[src/rtl/dacc_pkg.sv]
`timescale 1ns/1ps
package dacc_pkg;
  typedef enum logic [1:0] {
    SH_NONE  = 2'd0,
    SH_LEFT  = 2'd1,
    SH_RIGHT = 2'd2
  } shift_e;

  typedef struct packed {
    logic   dest_b;
    logic   clr;
    logic   sub;
    logic   inc;
    shift_e sh;
  } ctl_t;
endpackage

[src/rtl/dacc_word_timer.sv]
`timescale 1ns/1ps
module dacc_word_timer #(
  parameter int W = 32
) (
  input  logic clk_i,
  input  logic rst_ni,
  input  logic start_i,
  output logic first_o,
  output logic last_o,
  output logic active_o
);
  localparam int CW = $clog2(W);

  logic [CW-1:0] cnt_q;
  logic          busy_q;

  assign first_o  = start_i;
  assign active_o = start_i | busy_q;
  assign last_o   = busy_q && !start_i && (cnt_q == CW'(W - 1));

  always_ff @(posedge clk_i or negedge rst_ni) begin
    if (!rst_ni) begin
      busy_q <= 1'b0;
      cnt_q  <= '0;
    end else if (start_i) begin
      busy_q <= 1'b1;
      cnt_q  <= CW'(1);
    end else if (last_o) begin
      busy_q <= 1'b0;
      cnt_q  <= '0;
    end else if (busy_q) begin
      cnt_q  <= cnt_q + CW'(1);
    end
  end
endmodule

[src/rtl/dacc_serial_adder.sv]
`timescale 1ns/1ps
module dacc_serial_adder (
  input  logic clk_i,
  input  logic rst_ni,
  input  logic en_i,
  input  logic first_i,
  input  logic cin_i,
  input  logic x_i,
  input  logic y_i,
  output logic s_o
);
  logic c_q;
  logic c;

  // carry-in for bit 0 comes from cin_i, later bits from the flop
  assign c   = first_i ? cin_i : c_q;
  assign s_o = x_i ^ y_i ^ c;

  always_ff @(posedge clk_i or negedge rst_ni) begin
    if (!rst_ni)   c_q <= 1'b0;
    else if (en_i) c_q <= (x_i & y_i) | (x_i & c) | (y_i & c);
  end
endmodule

[src/rtl/dacc_shift_tap.sv]
`timescale 1ns/1ps
module dacc_shift_tap
  import dacc_pkg::*;
(
  input  logic   clk_i,
  input  logic   rst_ni,
  input  logic   en_i,
  input  logic   first_i,
  input  logic   last_i,
  input  shift_e mode_i,
  input  logic   cur_i,
  input  logic   nxt_i,
  input  logic   fill_l_i,
  input  logic   fill_r_i,
  output logic   bit_o
);
  logic prev_q;

  // left: one bit-time late; right: one bit-time early
  always_comb begin
    unique case (mode_i)
      SH_LEFT:  bit_o = first_i ? fill_l_i : prev_q;
      SH_RIGHT: bit_o = last_i  ? fill_r_i : nxt_i;
      default:  bit_o = cur_i;
    endcase
  end

  always_ff @(posedge clk_i or negedge rst_ni) begin
    if (!rst_ni)   prev_q <= 1'b0;
    else if (en_i) prev_q <= cur_i;
  end
endmodule

[src/rtl/dual_acc_serial.sv]
`timescale 1ns/1ps
module dual_acc_serial
  import dacc_pkg::*;
#(
  parameter int W = 32
) (
  input  logic         clk_i,
  input  logic         rst_ni,
  input  logic         word_start_i,
  input  logic         dest_b_i,
  input  logic         clr_i,
  input  logic         sub_i,
  input  logic         inc_i,
  input  logic         shl_i,
  input  logic         shr_i,
  input  logic         slow_bit_i,
  input  logic         fast_bit_i,
  output logic         a_bit_o,
  output logic         b_bit_o,
  output logic [W-1:0] a_word_o,
  output logic [W-1:0] b_word_o
);
  logic first, last, active;
  ctl_t ctl_in, ctl_q, ctl;
  logic [W-1:0] a_q, b_q;
  logic a0_q;
  logic coupled;
  logic a_sh, b_sh, dst_sh, base, pre, acc;
  logic new_a, new_b;

  dacc_word_timer #(.W(W)) u_timer (
    .clk_i    (clk_i),
    .rst_ni   (rst_ni),
    .start_i  (word_start_i),
    .first_o  (first),
    .last_o   (last),
    .active_o (active)
  );

  always_comb begin
    ctl_in.dest_b = dest_b_i;
    ctl_in.clr    = clr_i;
    ctl_in.sub    = sub_i;
    ctl_in.inc    = inc_i;
    ctl_in.sh     = shl_i ? SH_LEFT : (shr_i ? SH_RIGHT : SH_NONE);
  end

  assign ctl     = first ? ctl_in : ctl_q;
  assign coupled = !ctl.clr;

  always_ff @(posedge clk_i or negedge rst_ni) begin
    if (!rst_ni)    ctl_q <= '0;
    else if (first) ctl_q <= ctl_in;
  end

  dacc_shift_tap u_tap_a (
    .clk_i    (clk_i),
    .rst_ni   (rst_ni),
    .en_i     (active),
    .first_i  (first),
    .last_i   (last),
    .mode_i   (ctl.sh),
    .cur_i    (a_q[0]),
    .nxt_i    (a_q[1]),
    .fill_l_i (coupled & b_q[W-1]),
    .fill_r_i (a_q[0]),
    .bit_o    (a_sh)
  );

  dacc_shift_tap u_tap_b (
    .clk_i    (clk_i),
    .rst_ni   (rst_ni),
    .en_i     (active),
    .first_i  (first),
    .last_i   (last),
    .mode_i   (ctl.sh),
    .cur_i    (b_q[0]),
    .nxt_i    (b_q[1]),
    .fill_l_i (1'b0),
    .fill_r_i (coupled & a0_q),
    .bit_o    (b_sh)
  );

  dacc_serial_adder u_pre (
    .clk_i   (clk_i),
    .rst_ni  (rst_ni),
    .en_i    (active),
    .first_i (first),
    .cin_i   (ctl.inc & ctl.dest_b),
    .x_i     (slow_bit_i),
    .y_i     (fast_bit_i),
    .s_o     (pre)
  );

  assign dst_sh = ctl.dest_b ? b_sh : a_sh;
  assign base   = ctl.clr ? 1'b0 : dst_sh;

  dacc_serial_adder u_acc (
    .clk_i   (clk_i),
    .rst_ni  (rst_ni),
    .en_i    (active),
    .first_i (first),
    .cin_i   (ctl.sub),
    .x_i     (base),
    .y_i     (pre ^ ctl.sub),
    .s_o     (acc)
  );

  assign new_a = ctl.dest_b ? a_sh : acc;
  assign new_b = ctl.dest_b ? acc  : b_sh;

  always_ff @(posedge clk_i or negedge rst_ni) begin
    if (!rst_ni) begin
      a_q  <= '0;
      b_q  <= '0;
      a0_q <= 1'b0;
    end else if (active) begin
      a_q <= {new_a, a_q[W-1:1]};
      b_q <= {new_b, b_q[W-1:1]};
      if (first) a0_q <= a_q[0];
    end
  end

  assign a_bit_o  = a_q[0];
  assign b_bit_o  = b_q[0];
  assign a_word_o = a_q;
  assign b_word_o = b_q;
endmodule

[config.mk]
export PLATFORM = sky130hd
export DESIGN_NAME = dual_acc_serial
export DESIGN_NICKNAME = d
export VERILOG_FILES = /design/src/rtl/dacc_pkg.sv /design/src/rtl/dacc_word_timer.sv /design/src/rtl/dacc_serial_adder.sv /design/src/rtl/dacc_shift_tap.sv /design/src/rtl/dual_acc_serial.sv
export SDC_FILE = /design/constraint.sdc
export NUM_CORES = 1
export LEC_CHECK = 0
export ABC_AREA = 1
export BUFFER_PORTS_ARGS = -buffer_cell sky130_fd_sc_hd__buf_4
export CAP_MARGIN = 20
export CORE_MARGIN = 1
export CORE_UTILIZATION = 48
export DETAILED_ROUTE_END_ITERATION = 8
export GPL_TIMING_DRIVEN = 1
export PLACE_DENSITY = 0.76
export SLEW_MARGIN = 15
export SYNTH_ARGS = -nofsm -noshare
export SYNTH_HDL_FRONTEND = slang
export SYNTH_SLANG_ARGS = --single-unit
[constraint.sdc]
create_clock -name clk_i -period 2.4 [get_ports clk_i]
set_input_delay 0.48 -clock clk_i [delete_from_list [all_inputs] [get_ports clk_i]]
set_output_delay 0.48 -clock clk_i [all_outputs]
set_load 0.02 [all_outputs]
# [Yosys cells after proc, flatten, opt, wreduce, memory -nomap -nowiden]
# Index checks and enable logic that the tools add are counted.
[totals] output_inout_bits=66 reg_bits=81 in_bits=11 wordCells=64
[classes] mux=20 n_eq_ne=3 addsub=1 n_bitwise=19 reduce_logical=7
[op_table] cell="2-to-1 mux 5 bit" n=3
[op_table] cell="2-to-1 mux 1 bit" n=12
[op_table] cell="AND 1 bit" n=9
[op_table] cell="2-to-1 mux 6 bit" n=1
[op_table] cell="adder 5 x 1 -> 5 bit (second input constant)" n=1
[op_table] cell="equality test 5 bit (second input constant)" n=1
[op_table] cell="OR 1 bit" n=5
[op_table] cell="bitwise XOR 1 bit" n=5
[op_table] cell="2-to-1 mux 2 bit" n=2
[op_table] cell="case mux 1 bit (2 select lines)" n=2
[op_table] cell="nonzero test 3 bit" n=1
[op_table] cell="equality test 2 x 1 -> 1 bit (second input constant)" n=1
[op_table] cell="equality test 2 bit (second input constant)" n=1
[op_table] cell="logical AND 1 bit" n=2
[op_table] cell="logical NOT 1 bit" n=2
[op_table] cell="AND reduction 2 bit" n=1
[op_table] cell="nonzero test 2 bit" n=1

# [Longest topological paths before layout]
# Gate-level depths: netlist of the first run.
[depth] ltp_word=12 mapped_depth=19 ltp_nobuf=18

# [Modules after synthesis]
# Synthesis of the first run repeated with hierarchy kept, for this count alone.
[hier_totals] hier_cells=427 area_unflattened_um2=3573.4
[modules_own_cells] module="dual_acc_serial" area_per_inst_um2=2816.5 n_inst=1 cells_per_inst=321 seq_area_each_um2=1776.7
[modules_own_cells] module="dacc_word_timer" area_per_inst_um2=341.6 n_inst=1 cells_per_inst=38 seq_area_each_um2=150.1
[modules_own_cells] module="dacc_shift_tap" area_per_inst_um2=132.6 n_inst=2 cells_per_inst=24 seq_area_each_um2=25.0
[modules_own_cells] module="dacc_serial_adder" area_per_inst_um2=75.1 n_inst=2 cells_per_inst=10 seq_area_each_um2=25.0

# [Least setup slack after synthesis of the first run]
# No wires, ideal clock.
[synth_timing] path_kind="in2reg" from="input word_start_i" to="register b_q[31], in the netlist b_word_o[31]" arrival_time_ps=2402 path_slack_ps=-67 required_ps=2335 setup_time_ps=65 path_stages=17 cell_sequence="buf_6 inv_4 nor2_1 inv_1 o22ai_1 ha_1 inv_1 nand2_1 inv_1 nand2_1 a21oi_1 nor2_1 fa_1 inv_1 a21oi_1 nand2_1 nand2_1"
[synth_lines] item="start, declared" line_no="dual_acc_serial.sv:9" text="input logic word_start_i,"
[synth_lines] item="end signal, assigned" line_no="dual_acc_serial.sv:119" text="b_q <= {new_b, b_q[W-1:1]};"
[synth_lines] item="end, declared" line_no="dual_acc_serial.sv:25" text="logic [W-1:0] a_q, b_q;"

# [Final worst setup path of the first run]
[layout_timing] from="register u_timer.cnt_q[1]" to="register b_q[31], in the netlist b_word_o[31]"
[layout_via] elab_chain_cells=9 elab_cells_between_ends=11
[layout_lines] item="start, declared" line_no="dacc_word_timer.sv:14" text="logic [CW-1:0] cnt_q;"
[layout_lines] item="start signal, assigned" line_no="dacc_word_timer.sv:32" text="cnt_q <= cnt_q + CW'(1);"
[layout_lines] item="equality test 5 bit (*)" line_no="dacc_word_timer.sv:19" text="assign last_o = busy_q && !start_i && (cnt_q == CW'(W - 1));"
[layout_lines] item="logical AND 1 bit (*)" line_no="dacc_word_timer.sv:19"
[layout_lines] item="2-to-1 mux 1 bit" line_no="dacc_shift_tap.sv:23" text="SH_RIGHT: bit_o = last_i ? fill_r_i : nxt_i;"
[layout_lines] item="case mux 1 bit (2 select lines)" line_no="dacc_shift_tap.sv:21" text="unique case (mode_i)"
[layout_lines] item="2-to-1 mux 1 bit" line_no="dual_acc_serial.sv:95" text="assign dst_sh = ctl.dest_b ? b_sh : a_sh;"
[layout_lines] item="2-to-1 mux 1 bit" line_no="dual_acc_serial.sv:96" text="assign base = ctl.clr ? 1'b0 : dst_sh;"
[layout_lines] item="bitwise XOR 1 bit (2 in a row)" line_no="dacc_serial_adder.sv:17" text="assign s_o = x_i ^ y_i ^ c;"
[layout_lines] item="2-to-1 mux 1 bit (*)" line_no="dual_acc_serial.sv:110" text="assign new_b = ctl.dest_b ? acc : b_sh;"
# Mark *: on every way between the ends. The rest lies on a longest branch, timed or not.
# A chain may end at the register's enable or synchronous reset.

==> impl_metrics.json, run 1 <==
{
  "synth_cell_types": 26,
  "fmax_mhz": 430,
  "htreeDepth": 3,
  "drv_slew": 0,
  "startpoint_type": "flop",
  "ctsLongestPathBuffers": 2,
  "r2r_setup_slack_ns": 0.07,
  "port_buffers": 76,
  "cp.arrival_ns": 2.60,
  "tightest_slew_ns": 0.562,
  "leakage_nw": 2.18,
  "avgSynthCellArea_um2": 9.23,
  "finalSetupViolations": 0,
  "start_util_pct": 49.6,
  "remaining_drc_errors": 0,
  "rsz0062_at_grt": "true",
  "ant_nets": 0,
  "drive_gt1_share_pct": 27.2,
  "core_region_area_um2": 6790,
  "syn_nets": 382,
  "place_inst": 524,
  "dieWidth_um": 85.8,
  "async_flop_share_pct": 100,
  "hold_viol_final": 0,
  "final_util_pct": 62.6,
  "reg2reg_depth": 16,
  "cp_max_fo": 5,
  "startpoint": "u_timer.cnt_q[1]",
  "grt_usage_pct": 20.4,
  "antenna_found_initial": 0,
  "vdd_drop_max_uv": 709,
  "fin_skew_ns": 0.00671,
  "grt_max_degree": 52,
  "outcome": "finished, final reports clean",
  "worst-endpoint-required_ns": 2.68,
  "design_area_um2": 4250,
  "die_height_um": 85.8,
  "grt_first_pass_wirelength_mm": 11.6,
  "ios": 77,
  "yosys.area.top_type": "dfrtp_1",
  "area_growth_pct": 26.2,
  "fin_crit_sh_pct": 96.9,
  "power_density_nw_per_um2": 1170,
  "ys_seq_elements": 80,
  "crit_path_end_kind": "flop",
  "root_buffer": "clkbuf_8",
  "clock_latency_ns": 0.34,
  "cts_buffers": 9,
  "clk_pin_slew_ns": 0.08,
  "drt_first_iter_violations": 136,
  "synth_edf_count": 0,
  "wl_per_cell_um": 12.7,
  "place.gp.congestion": 0.899,
  "placed_area_um2": 3990,
  "finalNonFillerCells": 545,
  "critPathKind": "reg -> reg",
  "wl_met2_mm": 3.35,
  "synth_ff_type": "dfrtp_1",
  "n_antenna_cell": 0,
  "cts_tree": "done",
  "top_layer": "met4",
  "dp_hpwl_mm": 4.77,
  "synth_area_leaders": "dfrtp_1 59%, nand2_1 12%, o21ai_0 8.0%, inv_1 5.6%, buf_6 2.3%",
  "wl_met3_um": 259,
  "placementRows": 30,
  "period_needed_ns": 2.33,
  "fill_cells": 580,
  "cp-endpoint": "b_word_o[31]",
  "min_path_type": "in -> async",
  "avgViaCountPerCell": 4.73,
  "fp.dieArea_um2": 7360,
  "routed_wl_mm": 6.92,
  "grt_pass1_vias": 2529,
  "yosysTopAreaCellShare_pct": 59.4,
  "whs_ns": 0.126,
  "rr_startpoint": "u_timer.cnt_q[1]",
  "wl_met1_mm": 3.20,
  "maxCapViolCount": 0,
  "relSlewSlack_pct": 62.5,
  "synth_cells": 365,
  "fin_nets": 462,
  "ys_seq_area_share_pct": 59.4,
  "setup_tns_ns": 0,
  "reg2reg_to": "b_word_o[31]",
  "dr.pass1.iters": 4,
  "syn_area_um2": 3370,
  "gr-total-overflow": 0,
  "clock_sinks": 80,
  "ys_warn_count": 0,
  "vias": 2580
}
==> per-layer routing <==
| metal | track usage (%) | vias to the layer above |
|---|---|---|
| met5 | 0 | - |
| met2 | 32.4 | 42 |
| li1 | - | 1295 |
| met4 | 10.0 | 0 |
| met1 | 27.2 | 1234 |
| met3 | 3.85 | 9 |
==> layout make-up <==
cell class / count / area, µm² / area share (%)
Sequential cell: 80 / 2000 / 47.1
Clock buffer: 13 / 179 / 4.21
Inverter: 52 / 203 / 4.76
Clock inverter: 2 / 12.5 / 0.294
Timing Repair Buffer: 90 / 688 / 16.2
Multi-Input combinational cell: 212 / 1050 / 24.7
Tap cell: 96 / 120 / 2.82
==> sequential cells by signal, indices dropped and copies added, names as in the netlist <==
name	cells
u_pre.c_q	1
b_word_o	32
u_timer.busy_q	1
u_acc.c_q	1
ctl_q	5
u_timer.cnt_q	5
u_tap_a.prev_q	1
a0_q	1
a_word_o	32
u_tap_b.prev_q	1
==> worst min path at each step <==
stage	endpoint	slack [ns]	cells after the start	start
2_1_floorplan	a0_q	0.18	0	rst_ni
3_3_place_gp	a0_q	0.47	2	a0_q
3_5_place_dp	ctl_q[3]	0.48	2	ctl_q[3]
4_1_cts	b_word_o[18]	0.14	1	rst_ni
5_1_grt	b_word_o[18]	0.17	1	rst_ni
6_report	b_word_o[18]	0.13	1	rst_ni
==> Yosys cell counts, drive strengths merged, types with 2 or more instances <==
cell      n
a21oi     4
buf      18
clkbuf    3
dfrtp    80
fa        2
ha        4
inv      52
nand2   108
nand3    12
nor2      6
o21ai    69
==> cells by family (layout without fill, tap and decap cells) <==
| kind of cell | Yosys count | after routing | synth area share, % |
|---|---|---|---|
| fa+ha+maj | 6 | 6 | 2.67 |
| compound gates | 75 | 75 | 11.4 |
| flops | 80 | 80 | 59.4 |
| simple gates | 129 | 129 | 15.6 |
| buf+inv | 73 | 157 | 10.5 |
| xor+xnor | 2 | 2 | 0.520 |
==> power breakdown <==
| part | total (W) | internal, W | switching, W |
|---|---|---|---|
| clock | 0.000939 | 0.000482 | 0.000457 |
| combinational | 0.00189 | 0.000793 | 0.00110 |
| sequential | 0.00215 | 0.00181 | 0.000340 |
==> through the flow <==
stage	power [W]	worst slack, ns
2_1_floorplan	0.00316	0.0404
3_3_place_gp	0.00401	-0.0566
3_5_place_dp	0.00407	-0.156
4_1_cts	0.00502	0.00138
5_1_grt	0.00529	-0.0919
6_report	0.00498	0.0738
==> critical path, cell delays in order, from the launching register on <==
cell	delay [ns]
dfrtp_1	0.39
ha_2	0.21
nand2_2	0.05
nor2_2	0.11
ha_2	0.22
nand3_4	0.12
inv_2	0.09
nand2_2	0.05
nand2_2	0.05
nand2_2	0.05
a21oi_2	0.12
nor2_2	0.05
fa_1	0.47
inv_1	0.05
a21oi_1	0.11
nand2_1	0.06
nand2_1	0.05
==> cell usage in the layout, fill, tap and decap left out <==
cell type / instances
o21ai_1: 16
inv_1: 49
nand2_1: 104
inv_2: 2
xnor2_1: 1
nor2_1: 3
nor2_4: 1
nand3_1: 11
nor2_2: 2
inv_8: 1
a21oi_2: 2
clkinv_2: 1
clkbuf_8: 13
buf_4: 89
a21oi_1: 2
nor3_1: 1
o31ai_1: 1
nand3_4: 1
dfrtp_1: 80
nand4_1: 1
xor2_1: 1
clkinvlp_4: 1
ha_1: 2
fa_1: 2
o21ai_0: 52
buf_12: 1
o22ai_2: 1
nand2_2: 4
ha_2: 2
nor4_1: 1
o21ai_2: 1
==> repair_timing <==
action	4_1_cts	5_1_grt
hold buffers	0	0
setup buffers	0	6
pin swaps	0	5
resized for setup	1	10
endpoints found under the setup margin	2	2
Power figures use the tool's default switching activity.
==> run 2: changes to the inputs <==
ABC_CLOCK_PERIOD_IN_PS = 2400   (was not set)
PLACE_DENSITY = 0.75   (was 0.76)
==> run 2 against run 1 <==
  * First-iteration DRC count stayed put
  * Clock power is 13% higher
  * Sequential cell count stayed put
  * Maximum frequency is 0.32% higher
  * Clock skew is 0.0061 ns higher
  * Register-to-register slack hardly changed
  * Hold slack better by 0.033 ns
  * Critical path depth stayed put
  * Core utilization is 0.63 points higher
  * Critical path type unchanged
  * Largest power group unchanged
==> impl_metrics.json, run 2 (synthesis results as in run 1) <==
{
  "outcome": "finished, final reports clean",
  "dieWidth_um": 85.8,
  "fin_skew_ns": 0.0128,
  "crit_path_end_kind": "flop",
  "tightest_slew_ns": 0.660,
  "period_needed_ns": 2.32,
  "hold_viol_final": 0,
  "wl_met1_mm": 3.20,
  "min_path_type": "in -> async",
  "vdd_drop_max_uv": 758,
  "wl_met3_um": 271,
  "avgViaCountPerCell": 4.81,
  "startpoint_type": "flop",
  "place.gp.congestion": 0.819,
  "placementRows": 30,
  "cts_buffers": 9,
  "drv_slew": 0,
  "leakage_nw": 2.19,
  "placed_area_um2": 4010,
  "wl_per_cell_um": 12.7,
  "remaining_drc_errors": 0,
  "fin_nets": 461,
  "worst-endpoint-required_ns": 2.64,
  "relSlewSlack_pct": 56.0,
  "ctsLongestPathBuffers": 2,
  "clk_pin_slew_ns": 0.08,
  "vias": 2622,
  "clock_sinks": 80,
  "ctsHoldBuffers": 0,
  "top_layer": "met4",
  "die_height_um": 85.8,
  "worst_slack_ns": 0.0812,
  "grt_usage_pct": 20.4,
  "fill_cells": 557,
  "htreeDepth": 3,
  "dp_hpwl_mm": 4.55,
  "fin_crit_sh_pct": 96.6,
  "drt_first_iter_violations": 136,
  "design_area_um2": 4300,
  "ios": 77,
  "clock_latency_ns": 0.34,
  "gr-total-overflow": 0,
  "root_buffer": "clkbuf_8",
  "port_buffers": 76,
  "finalSetupViolations": 0,
  "rsz0062_at_grt": "true",
  "n_antenna_cell": 0,
  "fmax_mhz": 431,
  "dr.pass1.iters": 4,
  "final_cell_mix": "104 x nand2_1, 86 x buf_4, 80 x dfrtp_1",
  "fp.dieArea_um2": 7360,
  "core_region_area_um2": 6790,
  "area_growth_pct": 27.5,
  "maxCapViolCount": 0,
  "pre_cts_slack_ns": -0.118,
  "cts_tree": "done",
  "cp.arrival_ns": 2.56,
  "ant_nets": 0,
  "antenna_found_initial": 0,
  "drive_gt1_share_pct": 27.2,
  "cp_max_fo": 5,
  "grt_first_pass_wirelength_mm": 11.6,
  "start_util_pct": 49.6,
  "grt_max_degree": 75,
  "power_density_nw_per_um2": 1190,
  "grt_pass1_vias": 2607,
  "critPathKind": "reg -> reg",
  "routed_wl_mm": 6.90,
  "final_common_cell": "nand2_1",
  "wl_met2_mm": 3.34
}
-- run 2: changes by cell type in the layout (fill, tap and decap cells not counted) --
| cell | change |
|---|---|
| inv_2 | +1 |
| inv_1 | -1 |
| clkbuf_8 | -4 |
| clkbuf_1 | +2 |
| a21oi_2 | +1 |
| buf_4 | -3 |
| buf_12 | +2 |
| a21oi_1 | -1 |
| bufinv_16 | +2 |
| clkinv_4 | +1 |
-- run 2: final cells by class --
type,instances,area [µm²],share of cell area [%]
inverter,52,203,4.72
clock buffer,11,131,3.06
clock inverter,5,81.3,1.89
timing repair buffer,89,706,16.4
tap,96,120,2.80
sequential,80,2000,46.6
multi-input combinational,212,1050,24.5
-- run 2: path summary, 6_finish.rpt --
path,slack (ns),endpoint,cells past startpoint,startpoint
worst min register to register,0.49,u_pre.c_q,2,u_pre.c_q
worst max register to register,0.08,a_word_o[31],16,u_timer.cnt_q[1]
worst min-delay path,0.16,b_word_o[15],1,rst_ni
min in group clk_i,0.41,ctl_q[3],3,sub_i
max in group asynchronous,1.63,u_timer.cnt_q[0],2,rst_ni
worst max-delay path,0.08,a_word_o[31],16,u_timer.cnt_q[1]
-- run 2: timing repair --
item | 4_1_cts | 5_1_grt
gates resized for setup | 0 | 13
setup buffers | 0 | 6
hold endpoints to repair | 0 | 0
endpoints found under the setup margin | 0 | 3
-- run 2: stage by stage --
step / hold WS, ns / cells / util, % / setup TNS (ns) / power (W)
after detailed placement: 0.471 / 523 / 59.0 / -0.223 / 0.00406
after global placement: 0.471 / 523 / 59.0 / -0.107 / 0.00401
after CTS: 0.181 / 539 / 62.1 / 0 / 0.00514
after floorplan: 0.184 / 365 / - / 0 / 0.00316
final: 0.159 / 545 / 63.2 / 0 / 0.00511
after global routing: 0.213 / 545 / 63.2 / -0.213 / 0.00543
-- run 2: worst max-delay path, cell delays in order (launching register included) --
cell	delay, ns
dfrtp_1	0.39
ha_2	0.21
nand2_2	0.05
nor2_2	0.09
ha_2	0.21
nand3_4	0.12
inv_2	0.09
nand2_2	0.05
nand2_2	0.07
nand2_2	0.06
a21oi_2	0.13
nor2_2	0.06
fa_1	0.44
inv_2	0.08
nand2_1	0.06
nand3_1	0.08
nand2_1	0.06
-- run 2: where the power goes --
| group | switching, W | total [W] | internal [W] |
|---|---|---|---|
| Sequential | 0.000339 | 0.00215 | 0.00181 |
| Combinational | 0.00110 | 0.00190 | 0.000797 |
| Clock | 0.000475 | 0.00106 | 0.000587 |
| Total | 0.00192 | 0.00511 | 0.00320 |
-- run 2: metal layers --
metal | vias up | track usage (%)
met3 | 10 | 4.23
met1 | 1268 | 26.5
met5 | - | 0
met4 | 0 | 9.09
met2 | 51 | 33.1
li1 | 1293 | -
==> run 3: changes to the inputs <==
CORE_ASPECT_RATIO = 2   (was not set)
==> run 3 against run 2 <==
  * Sequential share of layout area shrank 0.38 points
  * Critical path depth did not move
  * Clock power grew 28%
  * First-iteration DRC count fell by 28%
  * Count of clock-buffer cells in the layout up 2
  * Largest cell class unchanged
  * Largest power group unchanged
==> impl_metrics.json, run 3 (synthesis results as in run 1) <==
{
  "outcome": "finished, final reports clean",
  "remaining_drc_errors": 0,
  "reg2reg_depth": 16,
  "period_needed_ns": 2.32,
  "fin_skew_ns": 0.00247,
  "cp.arrival_ns": 2.54,
  "fmax_mhz": 431,
  "drt_first_iter_violations": 98,
  "grt_usage_pct": 21.3,
  "startpoint_type": "flop",
  "top_layer": "met4",
  "gr-total-overflow": 0,
  "final_util_pct": 64.9,
  "rr_startpoint": "u_timer.cnt_q[1]",
  "ios": 77,
  "tightest_slew_ns": 0.591,
  "crit_path_end_kind": "flop",
  "ant_nets": 0,
  "wl_met1_mm": 2.87,
  "vdd_drop_max_uv": 780,
  "die_height_um": 121,
  "hold_viol_final": 0,
  "cp_max_fo": 5,
  "critPathKind": "reg -> reg",
  "min_path_type": "in -> async",
  "worst-endpoint-required_ns": 2.62,
  "port_buffers": 76,
  "fp.dieArea_um2": 7380,
  "dr.pass1.iters": 4,
  "n_antenna_cell": 0,
  "clock_sinks": 80,
  "finalSetupViolations": 0,
  "cpMaxStageDelayCell": "fa_1",
  "fin_total_pwr_w": 0.00542,
  "cts_tree": "done",
  "htreeDepth": 3,
  "antenna_found_initial": 0,
  "drv_slew": 0,
  "grt_max_degree": 75,
  "grt_first_pass_wirelength_mm": 11.5,
  "dieWidth_um": 61.3,
  "worstPathCellList": "ha_2 -> nand2_2 -> nor2_2 -> ha_2 -> nand3_4 -> inv_2 -> nand2_2 -> nand2_2 -> nand2_2 -> a21oi_2 -> nor2_1 -> fa_1 -> inv_2 -> nand2_1 -> nand3_1 -> nand2_1",
  "avgViaCountPerCell": 4.83,
  "clk_pin_slew_ns": 0.06,
  "leakage_nw": 2.22,
  "r2r_setup_slack_ns": 0.08,
  "rsz0062_at_grt": "true",
  "reg2reg_to": "a_word_o[31]",
  "area_growth_pct": 28.5,
  "placementRows": 42,
  "power_density_nw_per_um2": 1250,
  "vias": 2582,
  "final_common_cell": "nand2_1",
  "wl_met2_mm": 3.93,
  "grt_pass1_vias": 2460,
  "clock_latency_ns": 0.33,
  "fill_cells": 561,
  "critPathTopFamily": "adder cells",
  "drive_gt1_share_pct": 26.6,
  "wl_met3_um": 209,
  "routed_wl_mm": 7.17,
  "final_cell_mix": "104 x nand2_1, 86 x buf_4, 80 x dfrtp_1",
  "fin_nets": 459,
  "cts_buffers": 9,
  "path_buf_inv": 2,
  "dp_hpwl_mm": 4.96,
  "slowest_delay_ns": 0.45,
  "maxCapViolCount": 0,
  "ctsLongestPathBuffers": 2,
  "wl_per_cell_um": 13.4,
  "worst_slack_ns": 0.0812,
  "start_util_pct": 50.5,
  "pre_cts_slack_ns": -0.167,
  "place.gp.congestion": 0.881,
  "root_buffer": "clkbuf_16",
  "core_region_area_um2": 6670,
  "critPathMostFrequentCell": "nand2_2",
  "fin_crit_sh_pct": 96.6,
  "relSlewSlack_pct": 60.6
}
run 3: cell types whose count changed in the layout (fill, tap and decap cells not counted):
cell        change
buf_12          -2
bufinv_16       -1
clkbuf_16       +9
clkbuf_8        -7
clkinv_2        +1
clkinv_4        -1
clkinvlp_4      -1
nor2_1          +1
nor2_2          -1
run 3: through the flow:
step / cell area, µm² / hold slack, ns / std cells / setup TNS (ns)
floorplan: 3400 / 0.184 / 365 / 0
global placement: 3990 / 0.472 / 517 / -0.141
detailed placement: 3990 / 0.467 / 517 / -0.323
CTS: 4290 / 0.178 / 533 / 0
global route: 4330 / 0.210 / 535 / -0.200
finish: 4330 / 0.158 / 535 / 0
run 3: worst reg2reg max path: stages, from the launching register on:
cell and delay (ns):
dfrtp_1 0.37, ha_2 0.20, nand2_2 0.05, nor2_2 0.08, ha_2 0.22, nand3_4 0.11
inv_2 0.09, nand2_2 0.06, nand2_2 0.07, nand2_2 0.06, a21oi_2 0.13, nor2_1 0.06
fa_1 0.45, inv_2 0.08, nand2_1 0.05, nand3_1 0.08, nand2_1 0.05
run 3: worst max path at each step:
| stage | to | startpoint | depth (start not counted) | slack [ns] |
|---|---|---|---|---|
| floorplan | b_word_o[31] | word_start_i | 17 | 0.04 |
| global placement | b_word_o[31] | word_start_i | 17 | -0.08 |
| detailed placement | a_word_o[31] | word_start_i | 17 | -0.17 |
| CTS | b_word_o[31] | u_timer.cnt_q[1] | 16 | 0.004 |
| global route | a_word_o[31] | u_timer.cnt_q[1] | 15 | -0.11 |
| finish | a_word_o[31] | u_timer.cnt_q[1] | 16 | 0.08 |
run 3: timing repair:
action                                 in CTS  in global routing
gates resized for setup                     1                 11
setup endpoints to repair                   2                  2
endpoints found under the hold margin       0                  0
hold buffers                                0                  0
pin swaps                                   0                  4
buffers inserted                            0                  2
run 3: layer usage:
metal	GRT usage (%)	vias to the layer above
met4	8.10	0
met2	34.6	49
met5	0	-
li1	-	1295
met1	26.3	1224
met3	5.67	14
run 3: where the power goes:
part / internal (W) / leakage (nW) / switching, W
logic: 0.000788 / 1.13 / 0.00110
registers: 0.00182 / 0.935 / 0.000360
clock network: 0.000859 / 0.150 / 0.000498
total: 0.00346 / 2.22 / 0.00196
run 3: cell type report:
class / count / area, µm² / share of cell area [%]
Sequential cell: 80 / 2000 / 46.2
Multi-Input combinational cell: 212 / 1050 / 24.3
Clock buffer: 13 / 260 / 6.01
Timing Repair Buffer: 87 / 666 / 15.4
Clock inverter: 3 / 40.0 / 0.924
Tap cell: 88 / 110 / 2.54
Inverter: 52 / 203 / 4.68
